File: src/rtl/rxr_pkg.sv
package rxr_pkg;
    localparam int RXR_HDR_BYTES = 4;
    localparam int RXR_CRC_BYTES = 4;

    typedef enum logic [2:0] {
        S_IDLE,
        S_CHECK,
        S_DATA,
        S_PAD,
        S_HDR,
        S_FINISH,
        S_DROP
    } rxr_state_e;
endpackage

File: src/rtl/rxr_space.sv
// Page arithmetic: pages needed, free pages, fit decision and next page.
module rxr_space import rxr_pkg::*; #(
    parameter int PAGE_W = 8,
    parameter int OFS_W  = 8,
    parameter int LEN_W  = 16
) (
    input  logic [LEN_W-1:0]  len_eff,
    input  logic [PAGE_W-1:0] cur,
    input  logic [PAGE_W-1:0] bnd,
    input  logic [PAGE_W-1:0] start,
    input  logic [PAGE_W-1:0] stop,
    output logic              fits,
    output logic [PAGE_W-1:0] next_page
);
    localparam int SUM_W  = LEN_W + 2;
    localparam int NEED_W = SUM_W - OFS_W;
    localparam int CW     = (NEED_W > PAGE_W + 1) ? NEED_W : PAGE_W + 2;
    localparam int ROUND  = RXR_HDR_BYTES + RXR_CRC_BYTES + (1 << OFS_W) - 1;

    logic [SUM_W-1:0] total;
    logic [CW-1:0]    need, ring, free_pg, sum;

    always_comb begin
        total = SUM_W'(len_eff) + SUM_W'(ROUND);
        need  = CW'(total[SUM_W-1:OFS_W]);
        ring  = CW'(stop) - CW'(start);
        if (cur < bnd)
            free_pg = CW'(bnd) - CW'(cur);
        else
            free_pg = ring - (CW'(cur) - CW'(bnd));
        fits = (free_pg >= need);
        sum  = CW'(cur) + need;
        if (sum >= CW'(stop))
            sum = sum - ring;
        next_page = PAGE_W'(sum);
    end
endmodule

File: src/rtl/rxr_step.sv
// Advances a byte address by one, wrapping from the end of the ring to its start.
module rxr_step #(
    parameter int PAGE_W = 8,
    parameter int OFS_W  = 8
) (
    input  logic [PAGE_W+OFS_W-1:0] addr,
    input  logic [PAGE_W-1:0]       start,
    input  logic [PAGE_W-1:0]       stop,
    output logic [PAGE_W+OFS_W-1:0] addr_nx
);
    logic [PAGE_W:0] pg_inc;

    always_comb begin
        pg_inc  = {1'b0, addr[PAGE_W+OFS_W-1:OFS_W]} + 1'b1;
        addr_nx = addr + 1'b1;
        if ((addr[OFS_W-1:0] == {OFS_W{1'b1}}) && (pg_inc == {1'b0, stop}))
            addr_nx = {start, {OFS_W{1'b0}}};
    end
endmodule

File: src/rtl/rx_ring_writer.sv
module rx_ring_writer import rxr_pkg::*; #(
    parameter int PAGE_W  = 8,
    parameter int OFS_W   = 8,
    parameter int LEN_W   = 16,
    parameter int MIN_LEN = 60
) (
    input  logic              clk,
    input  logic              rst_n,
    input  logic              halt,
    input  logic [PAGE_W-1:0] pg_start,
    input  logic [PAGE_W-1:0] pg_stop,
    input  logic [PAGE_W-1:0] pg_bound,
    input  logic              cur_load,
    input  logic [PAGE_W-1:0] cur_load_val,
    output logic [PAGE_W-1:0] cur_page,
    input  logic              rx_ie,
    input  logic [1:0]        flag_clr,
    output logic              frm_accept,
    input  logic              frm_start,
    input  logic [LEN_W-1:0]  frm_len,
    input  logic              in_valid,
    input  logic [7:0]        in_data,
    output logic              in_ready,
    output logic              mem_we,
    output logic [PAGE_W+OFS_W-1:0] mem_addr,
    output logic [7:0]        mem_wdata,
    output logic              st_rx_ok,
    output logic              st_group,
    output logic              flag_rx,
    output logic              flag_ovf,
    output logic              irq
);
    localparam int ADDR_W = PAGE_W + OFS_W;

    rxr_state_e         st_q, st_d;
    logic [LEN_W-1:0]   len_q, rem_q, pad_q, len_eff, len_hdr;
    logic [ADDR_W-1:0]  ptr_q, ptr_nx;
    logic [PAGE_W-1:0]  next_q, next_c;
    logic [1:0]         hidx_q;
    logic               group_q, fits;
    logic               blocked, short_frm, take;

    assign len_eff   = (len_q < LEN_W'(MIN_LEN)) ? LEN_W'(MIN_LEN) : len_q;
    assign len_hdr   = len_eff + LEN_W'(RXR_HDR_BYTES);
    assign short_frm = (len_q < LEN_W'(MIN_LEN));
    assign blocked   = halt || (pg_start == '0);
    assign take      = in_ready && in_valid;

    rxr_space #(.PAGE_W(PAGE_W), .OFS_W(OFS_W), .LEN_W(LEN_W)) space_i (
        .len_eff(len_eff), .cur(cur_page), .bnd(pg_bound),
        .start(pg_start), .stop(pg_stop), .fits(fits), .next_page(next_c)
    );

    rxr_step #(.PAGE_W(PAGE_W), .OFS_W(OFS_W)) step_i (
        .addr(ptr_q), .start(pg_start), .stop(pg_stop), .addr_nx(ptr_nx)
    );

    // State register
    always_ff @(posedge clk) begin
        if (!rst_n) st_q <= S_IDLE;
        else        st_q <= st_d;
    end

    // Transitions
    always_comb begin
        st_d = st_q;
        unique case (st_q)
            S_IDLE:   if (frm_start) st_d = S_CHECK;
            S_CHECK: begin
                if (blocked || !fits)  st_d = S_DROP;
                else if (len_q == '0)  st_d = S_PAD;
                else                   st_d = S_DATA;
            end
            S_DATA:   if (take && rem_q == LEN_W'(1))
                          st_d = short_frm ? S_PAD : S_HDR;
            S_PAD:    if (pad_q == LEN_W'(1)) st_d = S_HDR;
            S_HDR:    if (hidx_q == 2'd3) st_d = S_FINISH;
            S_FINISH: st_d = S_IDLE;
            S_DROP:   if (rem_q == '0 || (take && rem_q == LEN_W'(1))) st_d = S_IDLE;
            default:  st_d = S_IDLE;
        endcase
    end

    // Outputs
    always_comb begin
        frm_accept = (st_q == S_IDLE);
        in_ready   = ((st_q == S_DATA) || (st_q == S_DROP)) && (rem_q != '0);
        mem_we     = 1'b0;
        mem_addr   = ptr_q;
        mem_wdata  = 8'h00;
        unique case (st_q)
            S_DATA: begin
                mem_we    = in_valid;
                mem_wdata = in_data;
            end
            S_PAD: mem_we = 1'b1;
            S_HDR: begin
                mem_we   = 1'b1;
                mem_addr = {cur_page, {(OFS_W-2){1'b0}}, hidx_q};
                unique case (hidx_q)
                    2'd0:    mem_wdata = {2'b00, group_q, 4'b0000, 1'b1};
                    2'd1:    mem_wdata = next_q;
                    2'd2:    mem_wdata = len_hdr[7:0];
                    default: mem_wdata = len_hdr[15:8];
                endcase
            end
            default: ;
        endcase
        irq = flag_rx && rx_ie;
    end

    // Datapath and flags
    always_ff @(posedge clk) begin
        if (!rst_n) begin
            len_q    <= '0;
            rem_q    <= '0;
            pad_q    <= '0;
            ptr_q    <= '0;
            next_q   <= '0;
            hidx_q   <= '0;
            group_q  <= 1'b0;
            cur_page <= '0;
            flag_rx  <= 1'b0;
            flag_ovf <= 1'b0;
            st_rx_ok <= 1'b0;
            st_group <= 1'b0;
        end else begin
            if (flag_clr[0]) flag_rx  <= 1'b0;
            if (flag_clr[1]) flag_ovf <= 1'b0;
            unique case (st_q)
                S_IDLE: begin
                    if (cur_load) cur_page <= cur_load_val;
                    if (frm_start) begin
                        len_q <= frm_len;
                        rem_q <= frm_len;
                    end
                end
                S_CHECK: begin
                    ptr_q   <= {cur_page, OFS_W'(RXR_HDR_BYTES)};
                    next_q  <= next_c;
                    pad_q   <= LEN_W'(MIN_LEN) - len_q;
                    hidx_q  <= '0;
                    group_q <= 1'b0;
                    if (!blocked && !fits) flag_ovf <= 1'b1;
                end
                S_DATA: if (take) begin
                    rem_q <= rem_q - 1'b1;
                    ptr_q <= ptr_nx;
                    if (rem_q == len_q) group_q <= in_data[0];
                end
                S_PAD: begin
                    pad_q <= pad_q - 1'b1;
                    ptr_q <= ptr_nx;
                end
                S_HDR:  hidx_q <= hidx_q + 1'b1;
                S_FINISH: begin
                    cur_page <= next_q;
                    flag_rx  <= 1'b1;
                    st_rx_ok <= 1'b1;
                    st_group <= group_q;
                end
                S_DROP: if (take) rem_q <= rem_q - 1'b1;
                default: ;
            endcase
        end
    end
endmodule

File: config.mk
export PLATFORM = sky130hd
export DESIGN_NAME = rx_ring_writer
export DESIGN_NICKNAME = d
export VERILOG_FILES = /design/src/rtl/rxr_pkg.sv /design/src/rtl/rxr_space.sv /design/src/rtl/rxr_step.sv /design/src/rtl/rx_ring_writer.sv
export SDC_FILE = /design/constraint.sdc
export NUM_CORES = 1
export LEC_CHECK = 0
export BUFFER_PORTS_ARGS = -buffer_cell sky130_fd_sc_hd__buf_4
export CAP_MARGIN = 40
export CORE_MARGIN = 2
export CORE_UTILIZATION = 54
export CTS_CLUSTER_SIZE = 30
export DETAILED_ROUTE_END_ITERATION = 7
export PLACE_DENSITY = 0.75
export SKIP_CTS_REPAIR_TIMING = 1
export SYNTH_ARGS = -nofsm -noshare
export SYNTH_HDL_FRONTEND = slang
export SYNTH_SLANG_ARGS = --single-unit
File: constraint.sdc
create_clock -name clk -period 5.6 [get_ports clk]
set_input_delay 1.4 -clock clk [delete_from_list [all_inputs] [get_ports clk]]
set_output_delay 1.4 -clock clk [all_outputs]
set_load 0.01 [all_outputs]
==> results of run 1 <==
## state kept, by name (all words and copies together), names as in the netlist
register / flops
cur_page: 8
flag_ovf: 1
flag_rx: 1
group_q: 1
hidx_q: 2
len_q: 16
next_q: 8
pad_q: 16
ptr_q: 16
rem_q: 16
st_group: 1
st_q: 3
st_rx_ok: 1
## layout make-up
cell class	count	area, sq um
multi-input cells	925	6330
flip-flops and latches	90	1800
fillers	1456	5680
repair buffers	150	1130
clock inverters	6	70.1
inverters	86	323
clock buffers	10	229
well taps	216	270
## stage by stage
| stage | hold slack, ns | instances |
|---|---|---|
| after floorplan | 0.442 | 1175 |
| after global placement | 0.437 | 1461 |
| after detailed placement | 0.444 | 1461 |
| after CTS | 0.454 | 1477 |
| after global routing | 0.480 | 1483 |
| final | 0.451 | 1483 |
## where the power goes
part	switching, W	internal [W]	leakage [nW]
Combinational	0.00198	0.00153	3.70
Clock	0.000278	0.000352	0.148
Sequential	0.000307	0.000839	0.738
Total	0.00256	0.00273	4.59
## metal layers
metal	up-vias	global-route usage [%]	share of wire, %
met3	66	4.76	6.1
met1	3996	39.0	43
li1	4265	-	-
met2	329	51.4	47
met4	0	13.8	4.5
met5	-	0	0
## worst max-delay path by stage
stage,startpoint,cells after the start,slack (ns),to
final,len_q[9]$_SDFFE_PN0P_,24,0.26,next_q[7]$_SDFFE_PN0P_
after global routing,len_q[9]$_SDFFE_PN0P_,25,-0.06,next_q[7]$_SDFFE_PN0P_
after CTS,len_q[9]$_SDFFE_PN0P_,24,0.13,next_q[7]$_SDFFE_PN0P_
after detailed placement,pg_bound[1],21,-0.02,st_q[0]$_SDFFE_PN0P_
after global placement,pg_stop[0],24,0.07,st_q[0]$_SDFFE_PN0P_
after floorplan,pg_bound[1],23,0.18,st_q[0]$_SDFFE_PN0P_
## layout by cell type (no fill, tap or decap), types with 6 or more instances in the layout
| cell type | instances |
|---|---|
| nor2b_1 | 8 |
| a21o_1 | 16 |
| nor4_1 | 13 |
| o21ai_0 | 87 |
| ha_1 | 77 |
| nand2_1 | 117 |
| mux2i_1 | 17 |
| nand2b_1 | 20 |
| or3_1 | 7 |
| a22o_1 | 6 |
| inv_1 | 85 |
| a221oi_1 | 6 |
| nor3_1 | 26 |
| dfxtp_1 | 90 |
| xor2_1 | 52 |
| a211oi_1 | 23 |
| and3_1 | 11 |
| o21bai_1 | 8 |
| o211ai_1 | 16 |
| nor3b_1 | 6 |
| a21oi_1 | 93 |
| clkbuf_16 | 9 |
| o211a_1 | 8 |
| xnor2_1 | 51 |
| buf_4 | 150 |
| o21a_1 | 12 |
| and2_1 | 13 |
| nand4_1 | 9 |
| nor2_1 | 103 |
| a22oi_1 | 7 |
| nand3_1 | 23 |
## cell families (layout without fill, tap and decap cells)
logic type | count (synthesis) | after routing | synth area share, %
simple gates | 376 | 376 | 20.7
mux | 18 | 18 | 2.09
buf+inv | 160 | 252 | 7.31
fa+ha+maj | 89 | 89 | 13.2
flops | 90 | 90 | 20.7
compound gates | 332 | 332 | 24.6
xor+xnor | 110 | 110 | 11.3
## worst max-delay path, stage by stage (launching register included)
cell and delay (ns):
dfxtp_1 0.31, or4_4 0.53, nor4bb_2 0.27, buf_4 0.16, or2_2 0.13, ha_1 0.16, o21ai_0 0.10, a21oi_2 0.17
o21a_4 0.18, xnor2_2 0.13, ha_2 0.21, inv_1 0.05, fa_2 0.56, inv_1 0.12, ha_1 0.32, nand2b_1 0.10
a21oi_1 0.09, o21ai_1 0.13, nand2b_1 0.11, maj3_1 0.38, maj3_1 0.40, xnor2_2 0.22, nand2_4 0.06, xor2_1 0.16
a211oi_2 0.21
==> results.cfg, run 1 <==
[synthesis]
syn_inst = 1175
synth_seq_area_share_pct = 20.7
async_flop_share_pct = 0
synth_nets = 1324
synth_edf_count = 0
synth.most_common_cell = nand2_1
synth_cell_types = 80
synth-main-ff-cell = dfxtp_1
synth_seq_cells = 90
yosys-top-cells-area = dfxtp_1 (21%), ha_1 (11%), xnor2_1 (5.5%)
ys_top_cells_by_count = nand2_1 (117), nor2_1 (104), a21oi_1 (95), dfxtp_1 (90), o21ai_0 (89)
syn_area_sq_mm = 0.00869
synth_top_area_share_pct = 20.7
ys_warn_count = 0
netlist.top_cell.by_area = dfxtp_1
avgSynthCellArea_sq_um = 7.40

[timing]
worst_slew_pin_slew_ns = 0.904
finalHoldViolCount = 0
layout_setup_ws_ns = 0.265
finalSetupViolCount = 0
drv_slew = 0
fmax_mhz = 187
min_period_over_period_pct = 95.3
rsz0062_at_grt = yes
fin_crit_ns = 5.34
finalSetupTns_ns = 0
slew_headroom_pct = 39.6
fin_worst_skew_ns = 0.00922

[routing]
ant_nets = 0
vias = 8656
first_pass_iters = 5
drtIter0Drc = 688
avgRoutedWirePerCell_um = 17.6
wl_um = 26200
drc = 0
viasPerCell = 5.84

[clock_network]
cts.sinks = 90
htreeDepth = 3
root_buffer = clkbuf_16
clk_path_buf_depth = 2
cts_tree = built
numCtsBuffers = 9
clock_latency_ns = 0.35
clk_pin_slew_worst_paths_ns = 0.07

[critical_path]
r2r-end = next_q[7]$_SDFFE_PN0P_
crit_path_end_kind = flip-flop
r2r_slack_ns = 0.26
reg2reg_depth = 24
r2r_start = len_q[9]$_SDFFE_PN0P_
cp_max_fo = 4
worstSetupPathType = flip-flop to flip-flop
start_kind = flip-flop
required_ns = 5.88
worstPathArrival_ns = 5.61

[min_path]
hp-class = flip-flop to flip-flop
min_to = st_rx_ok$_SDFFE_PN0P_
min_path_cells = 2
hp-start = st_rx_ok$_SDFFE_PN0P_

[floorplanning]
die_y_um = 131
die_area_sq_mm = 0.0171
rows = 46
coreArea_sq_mm = 0.0158
start_util_pct = 54.9
die_w_um = 131
ios = 105

[pwr]
power_density_mw_per_mm2 = 521
power_w = 0.00529
peakVddDrop_mv = 0.263
p_leak_nw = 4.59

[grt]
grt_pass1_vias = 7968
grt_max_degree = 54
grt_pass1_wl_um = 41100
grt-ovfl-total = 0
grt_usage_pct = 30.7
antenna_found_initial = 0

[placement]
placed_cell_area_sq_mm = 0.00973
portBuffers = 104
place.gp.congestion = 0.988
place_ws_ns = -0.0158
hpwlAfterDp_um = 20200

[cells_and_area]
nets = 1411
area_growth_pct = 16.7
drive_above_1_share_pct = 15.9
diodes = 0
postLayoutCoreUtil_pct = 64.1
fin_area_sq_mm = 0.0101

[outcome]
status = finished, final reports clean

[job]
maxCapViolCount = 0
Note: power is estimated with default switching activity, not from simulation.
==> run 2, diff against run 1 <==
Settings changed: CORE_ASPECT_RATIO set to 2.
==> run 2 against run 1 <==
Net effect: highest routed layer unchanged; first-iteration DRC count is 28% lower; sequential cell count stayed put; sequential share of layout area is 0.085 points lower; largest power group unchanged; clock skew rose by 0.0029 ns; non-clock buffer count increased by 6; via count is 3.8% higher; critical path type unchanged; utilization increased by 0.51 points; sequential power about the same; count of clock-buffer cells in the layout is 1 higher; wire length increased by 14%.
==> results.cfg, run 2 (same netlist as run 1, synthesis figures left out) <==
[critical_path]
cp.depth = 26
cp_top_family = adder cells
worstPathArrival_ns = 5.61
crit_path_end_kind = flip-flop
critPathMostFrequentCell = ha_1
start_kind = flip-flop
crit_buf_inv = 3
worstSetupPathType = flip-flop to flip-flop
reg2reg_depth = 26
cp_max_fo = 3
crit_slowest_cell = or4_4
critPathMaxStageDelay_ns = 0.53
required_ns = 5.87

[routing]
vias = 8986
avgRoutedWirePerCell_um = 20.3
first_pass_iters = 5
drtIter0Drc = 497
ant_nets = 0
viasPerCell = 6.10
wl_um = 29900
drc = 0

[timing]
drv_slew = 0
fin_worst_skew_ns = 0.0122
fmax_mhz = 187
finalSetupViolCount = 0
worst_slew_pin_slew_ns = 0.883
min_period_over_period_pct = 95.4
finalSetupTns_ns = 0
finalHoldViolCount = 0
fin_crit_ns = 5.34
slew_headroom_pct = 40.9

[min_path]
hp-class = flip-flop to flip-flop
min_path_cells = 2

[floorplanning]
start_util_pct = 55.1
die_y_um = 183
ios = 105
rows = 65
coreArea_sq_mm = 0.0158
die_w_um = 93.7
die_area_sq_mm = 0.0172

[clock_network]
clk_pin_slew_worst_paths_ns = 0.07
clock_latency_ns = 0.35
numCtsBuffers = 9
clk_path_buf_depth = 2
cts_tree = built
root_buffer = clkbuf_16
htreeDepth = 3
cts.sinks = 90

[cells_and_area]
drive_above_1_share_pct = 16.1
multi_input_area_sq_mm = 0.00631
area_growth_pct = 17.3
fill_cells = 1452
postLayoutCoreUtil_pct = 64.6
fin_area_sq_mm = 0.0102
layout_common_cells = buf_4 (153), nand2_1 (117), nor2_1 (103)
nets = 1417
layout_commonest_cell = buf_4
register_area_sq_mm = 0.00180
diodes = 0

[placement]
hpwlAfterDp_um = 23500
placed_cell_area_sq_mm = 0.00984
portBuffers = 104
place.gp.congestion = 1.01

[job]
maxCapViolCount = 0

[pwr]
power_density_mw_per_mm2 = 535
peakVddDrop_mv = 0.321
power_w = 0.00545
p_leak_nw = 4.61

[grt]
grt_pass1_wl_um = 45800
antenna_found_initial = 0
grt_usage_pct = 34.8
grt_pass1_vias = 8774
grt_max_degree = 43
grt-ovfl-total = 0

[outcome]
status = finished, final reports clean
run 2: cell types whose count changed in the layout (fill, tap and decap cells not counted), moves of 2 or more:
cell        previous run  this run
buf_4                150       153
clkinvlp_4             0         2
inv_6                  4         1
xnor2_1               51        53
xnor2_2                5         3
run 2: per-layer routing:
| metal | part of all wire, % | wire (um) | GRT usage (%) |
|---|---|---|---|
| met5 | 0 | 0 | 0 |
| met4 | 9.6 | 2890 | 29.0 |
| met2 | 52 | 15400 | 63.2 |
| met1 | 33 | 9930 | 33.8 |
| met3 | 5.6 | 1690 | 4.39 |
run 2: worst register-to-register path: cells and delay by family (launching register included):
family / cells / cell delay [ns]
fa+ha+maj: 6 / 1.88
simple gates: 7 / 1.26
xor+xnor: 4 / 0.61
compound gates: 6 / 0.87
flops: 1 / 0.31
buf+inv: 3 / 0.37
run 2: cell type report:
type	instances	area share, %
clock buffer	11	2.38
inverter	86	3.17
clock inverter	5	0.614
sequential	90	17.7
tap	201	2.47
multi-input combinational	925	61.9
timing repair buffer	156	11.8
run 2: where the power goes:
part           leakage (nW)  switching [W]  internal, W  total, W
sequential            0.738       0.000313     0.000839   0.00115
combinational          3.72        0.00211      0.00156   0.00367
clock                 0.142       0.000269     0.000361  0.000629
run 2: final timing paths:
path | slack [ns] | start | endpoint
max | 0.26 | len_q[9]$_SDFFE_PN0P_ | next_q[7]$_SDFFE_PN0P_
min | 0.46 | st_rx_ok$_SDFFE_PN0P_ | st_rx_ok$_SDFFE_PN0P_
max reg2reg | 0.26 | len_q[9]$_SDFFE_PN0P_ | next_q[7]$_SDFFE_PN0P_
min reg2reg | 0.46 | st_rx_ok$_SDFFE_PN0P_ | st_rx_ok$_SDFFE_PN0P_
run 2: metrics by stage:
stage	hold slack (ns)	std cells	setup WS, ns
floorplan	0.442	1175	0.178
global placement	0.435	1455	-0.0221
detailed placement	0.450	1458	-0.132
CTS	0.459	1474	0.108
global route	0.489	1474	-0.0432
finish	0.460	1474	0.258
